==> src/rtl/dpc_pkg.sv <==
package dpc_pkg;

    // Arbiter states. FREE_x names the side that is being released.
    typedef enum logic [2:0] {
        ST_IDLE    = 3'd0,
        ST_GRANT_L = 3'd1,
        ST_GRANT_R = 3'd2,
        ST_HOLD_L  = 3'd3,
        ST_HOLD_R  = 3'd4,
        ST_FREE_L  = 3'd5,
        ST_FREE_R  = 3'd6
    } arb_state_t;

    typedef enum logic {
        SIDE_L = 1'b0,
        SIDE_R = 1'b1
    } side_t;

    localparam int NUM_SIDES = 2;

endpackage

==> src/rtl/dpc_arrival.sv <==
// Marks a port as settled when it held the same enabled address last cycle.
module dpc_arrival #(
    parameter int ADDR_W = 11
) (
    input  logic              clk,
    input  logic              rst_n,
    input  logic              en,
    input  logic [ADDR_W-1:0] addr,
    output logic              settled
);
    logic              prev_en_q;
    logic [ADDR_W-1:0] prev_addr_q;

    always_ff @(posedge clk or negedge rst_n) begin
        if (!rst_n) begin
            prev_en_q   <= 1'b0;
            prev_addr_q <= '0;
        end else begin
            prev_en_q   <= en;
            prev_addr_q <= addr;
        end
    end

    assign settled = en && prev_en_q && (addr == prev_addr_q);

endmodule

==> src/rtl/dpc_match.sv <==
// Contention exists only when both ports are enabled on the same word.
module dpc_match #(
    parameter int ADDR_W = 11
) (
    input  logic              l_en,
    input  logic [ADDR_W-1:0] l_addr,
    input  logic              r_en,
    input  logic [ADDR_W-1:0] r_addr,
    output logic              match
);
    assign match = l_en && r_en && (l_addr == r_addr);
endmodule

==> src/rtl/dpc_tiebrk.sv <==
// One-bit rotating preference for simultaneous arrivals.
module dpc_tiebrk
    import dpc_pkg::*;
(
    input  logic  clk,
    input  logic  rst_n,
    input  logic  tie_take,
    output side_t pref
);
    side_t pref_q;

    always_ff @(posedge clk or negedge rst_n) begin
        if (!rst_n) begin
            pref_q <= SIDE_L;
        end else if (tie_take) begin
            pref_q <= (pref_q == SIDE_L) ? SIDE_R : SIDE_L;
        end
    end

    assign pref = pref_q;

    // a consumed tie hands the next tie to the other side
    p_pref_flip_r5: assert property (@(posedge clk) disable iff (!rst_n)
        tie_take |=> (pref != $past(pref)));

    // preference starts at the left side
    p_pref_reset_r1: assert property (@(posedge clk)
        !rst_n |=> (pref == SIDE_L));

endmodule

==> src/rtl/dpc_fsm.sv <==
// Ownership state machine: registered state, combinational outputs.
module dpc_fsm
    import dpc_pkg::*;
(
    input  logic  clk,
    input  logic  rst_n,
    input  logic  match,
    input  logic  settled_l,
    input  logic  settled_r,
    input  side_t pref,
    input  logic  l_en,
    input  logic  l_wr,
    input  logic  r_en,
    input  logic  r_wr,
    output logic  tie_take,
    output logic  l_busy_n,
    output logic  r_busy_n,
    output logic  l_retry,
    output logic  r_retry,
    output logic  clash_evt,
    output logic  l_wr_go,
    output logic  r_wr_go,
    output logic  l_stale,
    output logic  r_stale
);
    arb_state_t state_q, state_d;
    side_t      fresh_win, cur_win;
    logic       fresh, lose_l, lose_r;

    // Winner selection for a new contention
    always_comb begin
        fresh = (state_q == ST_IDLE) || (state_q == ST_FREE_L) ||
                (state_q == ST_FREE_R);
        if (settled_l && !settled_r) begin
            fresh_win = SIDE_L;
        end else if (settled_r && !settled_l) begin
            fresh_win = SIDE_R;
        end else begin
            fresh_win = pref;
        end
        tie_take = fresh && match && (settled_l == settled_r);
    end

    // Next-state logic
    always_comb begin
        state_d = ST_IDLE;
        unique case (state_q)
            ST_IDLE, ST_FREE_L, ST_FREE_R: begin
                if (match) begin
                    state_d = (fresh_win == SIDE_L) ? ST_GRANT_L : ST_GRANT_R;
                end else begin
                    state_d = ST_IDLE;
                end
            end
            ST_GRANT_L, ST_HOLD_L: state_d = match ? ST_HOLD_L : ST_FREE_R;
            ST_GRANT_R, ST_HOLD_R: state_d = match ? ST_HOLD_R : ST_FREE_L;
            default:               state_d = ST_IDLE;
        endcase
    end

    // State register
    always_ff @(posedge clk or negedge rst_n) begin
        if (!rst_n) begin
            state_q <= ST_IDLE;
        end else begin
            state_q <= state_d;
        end
    end

    // Outputs
    always_comb begin
        l_busy_n  = 1'b1;
        r_busy_n  = 1'b1;
        l_retry   = 1'b0;
        r_retry   = 1'b0;
        clash_evt = 1'b0;
        cur_win   = fresh_win;
        unique case (state_q)
            ST_GRANT_L: begin r_busy_n = 1'b0; clash_evt = 1'b1; cur_win = SIDE_L; end
            ST_GRANT_R: begin l_busy_n = 1'b0; clash_evt = 1'b1; cur_win = SIDE_R; end
            ST_HOLD_L:  begin r_busy_n = 1'b0; cur_win = SIDE_L; end
            ST_HOLD_R:  begin l_busy_n = 1'b0; cur_win = SIDE_R; end
            ST_FREE_L:  l_retry = 1'b1;
            ST_FREE_R:  r_retry = 1'b1;
            default:    ;
        endcase
        lose_l  = match && (cur_win == SIDE_R);
        lose_r  = match && (cur_win == SIDE_L);
        l_wr_go = l_en && l_wr && !lose_l;
        r_wr_go = r_en && r_wr && !lose_r;
        l_stale = l_en && !l_wr && lose_l && r_wr;
        r_stale = r_en && !r_wr && lose_r && l_wr;
    end

    // the two busy outputs are never low together
    p_busy_excl_r3: assert property (@(posedge clk) disable iff (!rst_n)
        !(!l_busy_n && !r_busy_n));

    // a busy output only falls after a match was present
    p_busy_cause_r4: assert property (@(posedge clk) disable iff (!rst_n)
        $fell(r_busy_n) |-> $past(match));

    // owner kept while the match lasts
    p_owner_keep_r6: assert property (@(posedge clk) disable iff (!rst_n)
        (!r_busy_n && match) |=> (!r_busy_n && l_busy_n));

    // busy release comes with a single retry pulse
    p_retry_rise_r7: assert property (@(posedge clk) disable iff (!rst_n)
        $rose(l_busy_n) |-> l_retry);
    p_retry_once_r7: assert property (@(posedge clk) disable iff (!rst_n)
        r_retry |=> !r_retry);

    // clash pulse marks a fresh busy assertion
    p_clash_edge_r8: assert property (@(posedge clk) disable iff (!rst_n)
        clash_evt |-> ($fell(l_busy_n) || $fell(r_busy_n)));

    // a waiting port never writes while the match lasts
    p_wr_block_r9: assert property (@(posedge clk) disable iff (!rst_n)
        (!l_busy_n && match) |-> !l_wr_go);

    // stale flag only on a reader
    p_stale_reader_r10: assert property (@(posedge clk) disable iff (!rst_n)
        r_stale |-> (!r_wr && !r_wr_go));

endmodule

==> src/rtl/dpc_contention_arb.sv <==
module dpc_contention_arb
    import dpc_pkg::*;
#(
    parameter int ADDR_W = 11
) (
    input  logic              clk,
    input  logic              rst_n,
    input  logic              left_en,
    input  logic [ADDR_W-1:0] left_addr,
    input  logic              left_wr,
    input  logic              right_en,
    input  logic [ADDR_W-1:0] right_addr,
    input  logic              right_wr,
    output logic              left_busy_n,
    output logic              right_busy_n,
    output logic              left_retry,
    output logic              right_retry,
    output logic              clash_evt,
    output logic              left_wr_go,
    output logic              right_wr_go,
    output logic              left_stale,
    output logic              right_stale
);
    logic              en_v      [NUM_SIDES];
    logic [ADDR_W-1:0] addr_v    [NUM_SIDES];
    logic              settled_v [NUM_SIDES];
    logic              match;
    logic              tie_take;
    side_t             pref;

    assign en_v[0]   = left_en;
    assign en_v[1]   = right_en;
    assign addr_v[0] = left_addr;
    assign addr_v[1] = right_addr;

    for (genvar s = 0; s < NUM_SIDES; s++) begin : g_arr
        dpc_arrival #(.ADDR_W(ADDR_W)) u_arr (
            .clk     (clk),
            .rst_n   (rst_n),
            .en      (en_v[s]),
            .addr    (addr_v[s]),
            .settled (settled_v[s])
        );
    end

    dpc_match #(.ADDR_W(ADDR_W)) u_match (
        .l_en   (left_en),
        .l_addr (left_addr),
        .r_en   (right_en),
        .r_addr (right_addr),
        .match  (match)
    );

    dpc_tiebrk u_tie (
        .clk      (clk),
        .rst_n    (rst_n),
        .tie_take (tie_take),
        .pref     (pref)
    );

    dpc_fsm u_fsm (
        .clk       (clk),
        .rst_n     (rst_n),
        .match     (match),
        .settled_l (settled_v[0]),
        .settled_r (settled_v[1]),
        .pref      (pref),
        .l_en      (left_en),
        .l_wr      (left_wr),
        .r_en      (right_en),
        .r_wr      (right_wr),
        .tie_take  (tie_take),
        .l_busy_n  (left_busy_n),
        .r_busy_n  (right_busy_n),
        .l_retry   (left_retry),
        .r_retry   (right_retry),
        .clash_evt (clash_evt),
        .l_wr_go   (left_wr_go),
        .r_wr_go   (right_wr_go),
        .l_stale   (left_stale),
        .r_stale   (right_stale)
    );

    // no busy without an earlier match of enabled ports
    p_no_match_idle_r2: assert property (@(posedge clk) disable iff (!rst_n)
        (!$past(match) && !$past(match, 2) && $past(rst_n, 2))
            |-> (left_busy_n && right_busy_n));

endmodule

==> config.mk <==
export PLATFORM = sky130hd
export DESIGN_NAME = dpc_contention_arb
export DESIGN_NICKNAME = d
export VERILOG_FILES = /design/src/rtl/dpc_pkg.sv /design/src/rtl/dpc_arrival.sv /design/src/rtl/dpc_match.sv /design/src/rtl/dpc_tiebrk.sv /design/src/rtl/dpc_fsm.sv /design/src/rtl/dpc_contention_arb.sv
export SDC_FILE = /design/constraint.sdc
export NUM_CORES = 1
export LEC_CHECK = 0
export BUFFER_PORTS_ARGS = -buffer_cell sky130_fd_sc_hd__buf_2
export CAP_MARGIN = 5
export CORE_MARGIN = 2
export CORE_UTILIZATION = 46
export DETAILED_ROUTE_END_ITERATION = 10
export GPL_TIMING_DRIVEN = 1
export PLACE_DENSITY = 0.86
export SKIP_LAST_GASP = 1
export SLEW_MARGIN = 15
export SYNTH_ARGS = -nofsm -noshare
export SYNTH_HDL_FRONTEND = slang
export SYNTH_SLANG_ARGS = --single-unit
==> constraint.sdc <==
create_clock -name clk -period 2 [get_ports clk]
set_input_delay 0 -clock clk [delete_from_list [all_inputs] [get_ports clk]]
set_output_delay 0 -clock clk [all_outputs]
set_load 0.02 [all_outputs]
==> qor.yml <==
synth:
  yosys_warnings: 0
  synth.cells.most_frequent: "xor2_1 (32), dfrtp_1 (28), nand2_1 (7)"
  synth_top_area_share_pct: 51.19
  ys_seq_area_share_pct: 51.19
  yosysTopAreaCell: "dfrtp_1"
  yosys-top-cells-area: "dfrtp_1 (51%), xor2_1 (20%), xnor2_1 (2.6%)"
  avgSynthCellArea_sq_um: 11.22
  ys_types: 26
  synth-async-reset-ratio_pct: 100.0
  syn_nets: 152
  syn-instance-count: 122
  netlist_area_sq_um: 1369
  synth_edf_count: 0
  ys_ff_latch: 28
  synth-main-ff-cell: "dfrtp_1"
  synth_most_common_cell: "xor2_1"
place:
  hpwl_microns: 2156
  portBuffers: 36
  place_ws_ns: -0.2509
  gp_congestion: 0.9147
  dpl-instance-area_sq_um: 1578
timing:
  timing.final.crit_share_pct: 124.3
  finalHoldViolCount: 0
  fmax_mhz: 402.1
  slew_headroom_pct: 59.67
  final-max-slew-violation-count: 0
  tightest_slew_ns: 0.6049
  finalSetupViolCount: 5
  rsz0062_at_grt: "yes"
  period_needed_ns: 2.487
  worst_slack_ns: -0.4868
  skew_ns: 0.002859
setup_path:
  r2r-start: "g_arr[1].u_arr.prev_addr_q[0]"
  reg2reg_setup_slack_ns: -0.09
  critPathBufInv: 2
  cp_slowest_cell: "dfrtp_1"
  reg2reg_to: "u_fsm.state_q[0]"
  crit_start: "g_arr[1].u_arr.prev_addr_q[0]"
  worstPathRequired_ns: 2.00
  cp_cell_sequence: "xor2_1 > nor4_2 > nand3_1 > inv_1 > ha_2 > nor2_2 > or2_4 > o21ai_2 > or2_1 > and3_4 > buf_6"
  max_stage_delay_ns: 0.41
  critPathMaxFanout: 2
  crit_path_end: "right_wr_go"
  arrival_ns: 2.49
  worstRegToRegCells: 11
  critPathKind: "register to primary output"
  crit_cells: 11
  cp_top_family: "simple AND/OR/NAND/NOR gates"
  critPathCaptureType: "primary output"
  start_kind: "register"
clocking:
  clock_latency_ns: 0.33
  clock-sinks: 28
  htree_levels: 1
  clock_path_buffers: 2
  cts.clk_slew.worst_paths_ns: 0.15
  clockRootBuffer: "clkbuf_4"
  cts_buffers: 3
  cts_tree: "built"
route:
  drtIter0Drc: 49
  avgViaCountPerCell: 5.171
  routedWlPerCell_microns: 14.94
  antenna_left: 0
  vias: 1117
  drt_wl_total_microns: 3226
  route.detailed.drc: 0
  drtPass1Iterations: 4
final_layout:
  regArea_sq_um: 700.7
  design_area_sq_um: 1953
  diodes: 0
  drive_gt1_share_pct: 32.43
  nFillCells: 215
  multiInputGateArea_sq_um: 696.9
  nNetsFinal: 216
  final_util_pct: 70.22
  area_growth_pct: 42.69
run_status:
  violations: "setup timing"
  status: "finished with violations"
die:
  die_y_microns: 58.55
  core_sq_um: 2781
  die_w_microns: 58.55
  boundaryPins: 37
  initial_core_util_pct: 49.21
  die-area_sq_um: 3428
  fp-row-count: 19
grt:
  gr-usage-all-layers_pct: 21.46
  grt_pass1_vias: 1223
  grt_start_max_net_pins: 29
  antenna_found_initial: 0
  grt-ovfl-total: 0
  grt_pass1_wl_microns: 5444
power:
  peakVddDrop_mv: 0.6056
  power_leakage_nw: 0.8996
  power.density_nw_per_um2: 797.5
flow_run:
  drv_cap: 0
hold_path:
  hold_class: "input port to async pin"
-- cells in the final DEF, fill, tap and decap left out, types with 2 or more instances in the layout --
master / netlist / layout
xor2_1: 32 / 31
nor3b_1: 2 / 2
o211ai_1: 2 / 2
nand3_1: 5 / 5
nor3_2: 1 / 3
buf_2: 3 / 33
nand2_1: 7 / 6
buf_4: 0 / 3
nor4_2: 2 / 5
dfrtp_1: 28 / 28
o21ai_2: 0 / 2
nor2_1: 6 / 5
dlygate4sd3_1: 0 / 25
xnor2_1: 4 / 4
nand2b_1: 2 / 2
inv_1: 4 / 4
o21ai_0: 5 / 3
clkbuf_4: 0 / 3
-- power breakdown --
| group | leakage (nW) | internal (mW) | total [mW] | switching (mW) |
|---|---|---|---|---|
| clock network | 0.0279 | 0.203 | 0.367 | 0.165 |
| registers | 0.332 | 0.619 | 0.691 | 0.0720 |
| logic | 0.540 | 0.214 | 0.499 | 0.285 |
-- sequential cells by signal (all words and copies together) (netlist names) --
| register | cells |
|---|---|
| g_arr.u_arr.prev_addr_q | 22 |
| u_tie.pref | 1 |
| g_arr.u_arr.prev_en_q | 2 |
| u_fsm.state_q | 3 |
-- worst min path at each step --
stage	startpoint	to	slack (ns)	depth (start not counted)
floorplan	rst_n	g_arr[0].u_arr.prev_addr_q[0]	-0.30	0
global placement	rst_n	u_fsm.state_q[2]	0.03	1
detailed placement	rst_n	u_fsm.state_q[1]	0.04	1
CTS	rst_n	g_arr[1].u_arr.prev_addr_q[10]	0.21	2
global route	rst_n	g_arr[1].u_arr.prev_addr_q[4]	0.24	2
finish	rst_n	u_fsm.state_q[2]	0.20	2
-- metrics by stage --
stage	total power [mW]	TNS, ns	instances	hold WS, ns
floorplan	0.9829	0	122	-0.2956
global placement	1.097	-0.6461	186	0.03143
detailed placement	1.122	-0.9037	186	0.04401
CTS	1.547	-1.769	216	0.2053
global route	1.652	-2.484	216	0.2389
finish	1.558	-1.818	216	0.2012
-- kinds of logic (layout without fill, tap and decap cells) --
group,count (synthesis),in the layout,synth area share (%)
xor+xnor,36,36,23.03
simple gates,40,40,17.73
buf+inv,7,70,2.193
compound gates,9,9,4.022
fa+ha+maj,2,2,1.828
flops,28,28,51.19
-- final cells by class --
| class | count | share of cell area (%) |
|---|---|---|
| flip-flops and latches | 28 | 35.87 |
| multi-input cells | 87 | 35.68 |
| repair buffers | 62 | 23.00 |
| well taps | 31 | 1.986 |
| clock inverters | 1 | 1.537 |
| clock buffers | 3 | 1.153 |
| inverters | 4 | 0.7687 |
-- metal layers --
metal  GRT usage, %  wire [microns]  up-vias
li1               -               -      529
met1          26.02            1226      534
met2          38.68            1765       50
met3          4.615             200        4
met4          5.316              34        0
met5              0               0        -
-- what timing repair did --
item | CTS | global route
endpoints found under the hold margin | 52 | 0
pin swaps | 14 | 7
resized for setup | 10 | 8
hold buffers | 25 | 0
buffers inserted | 1 | 1
setup endpoints to repair | 5 | 6
Note: power is estimated with default switching activity, not from simulation.
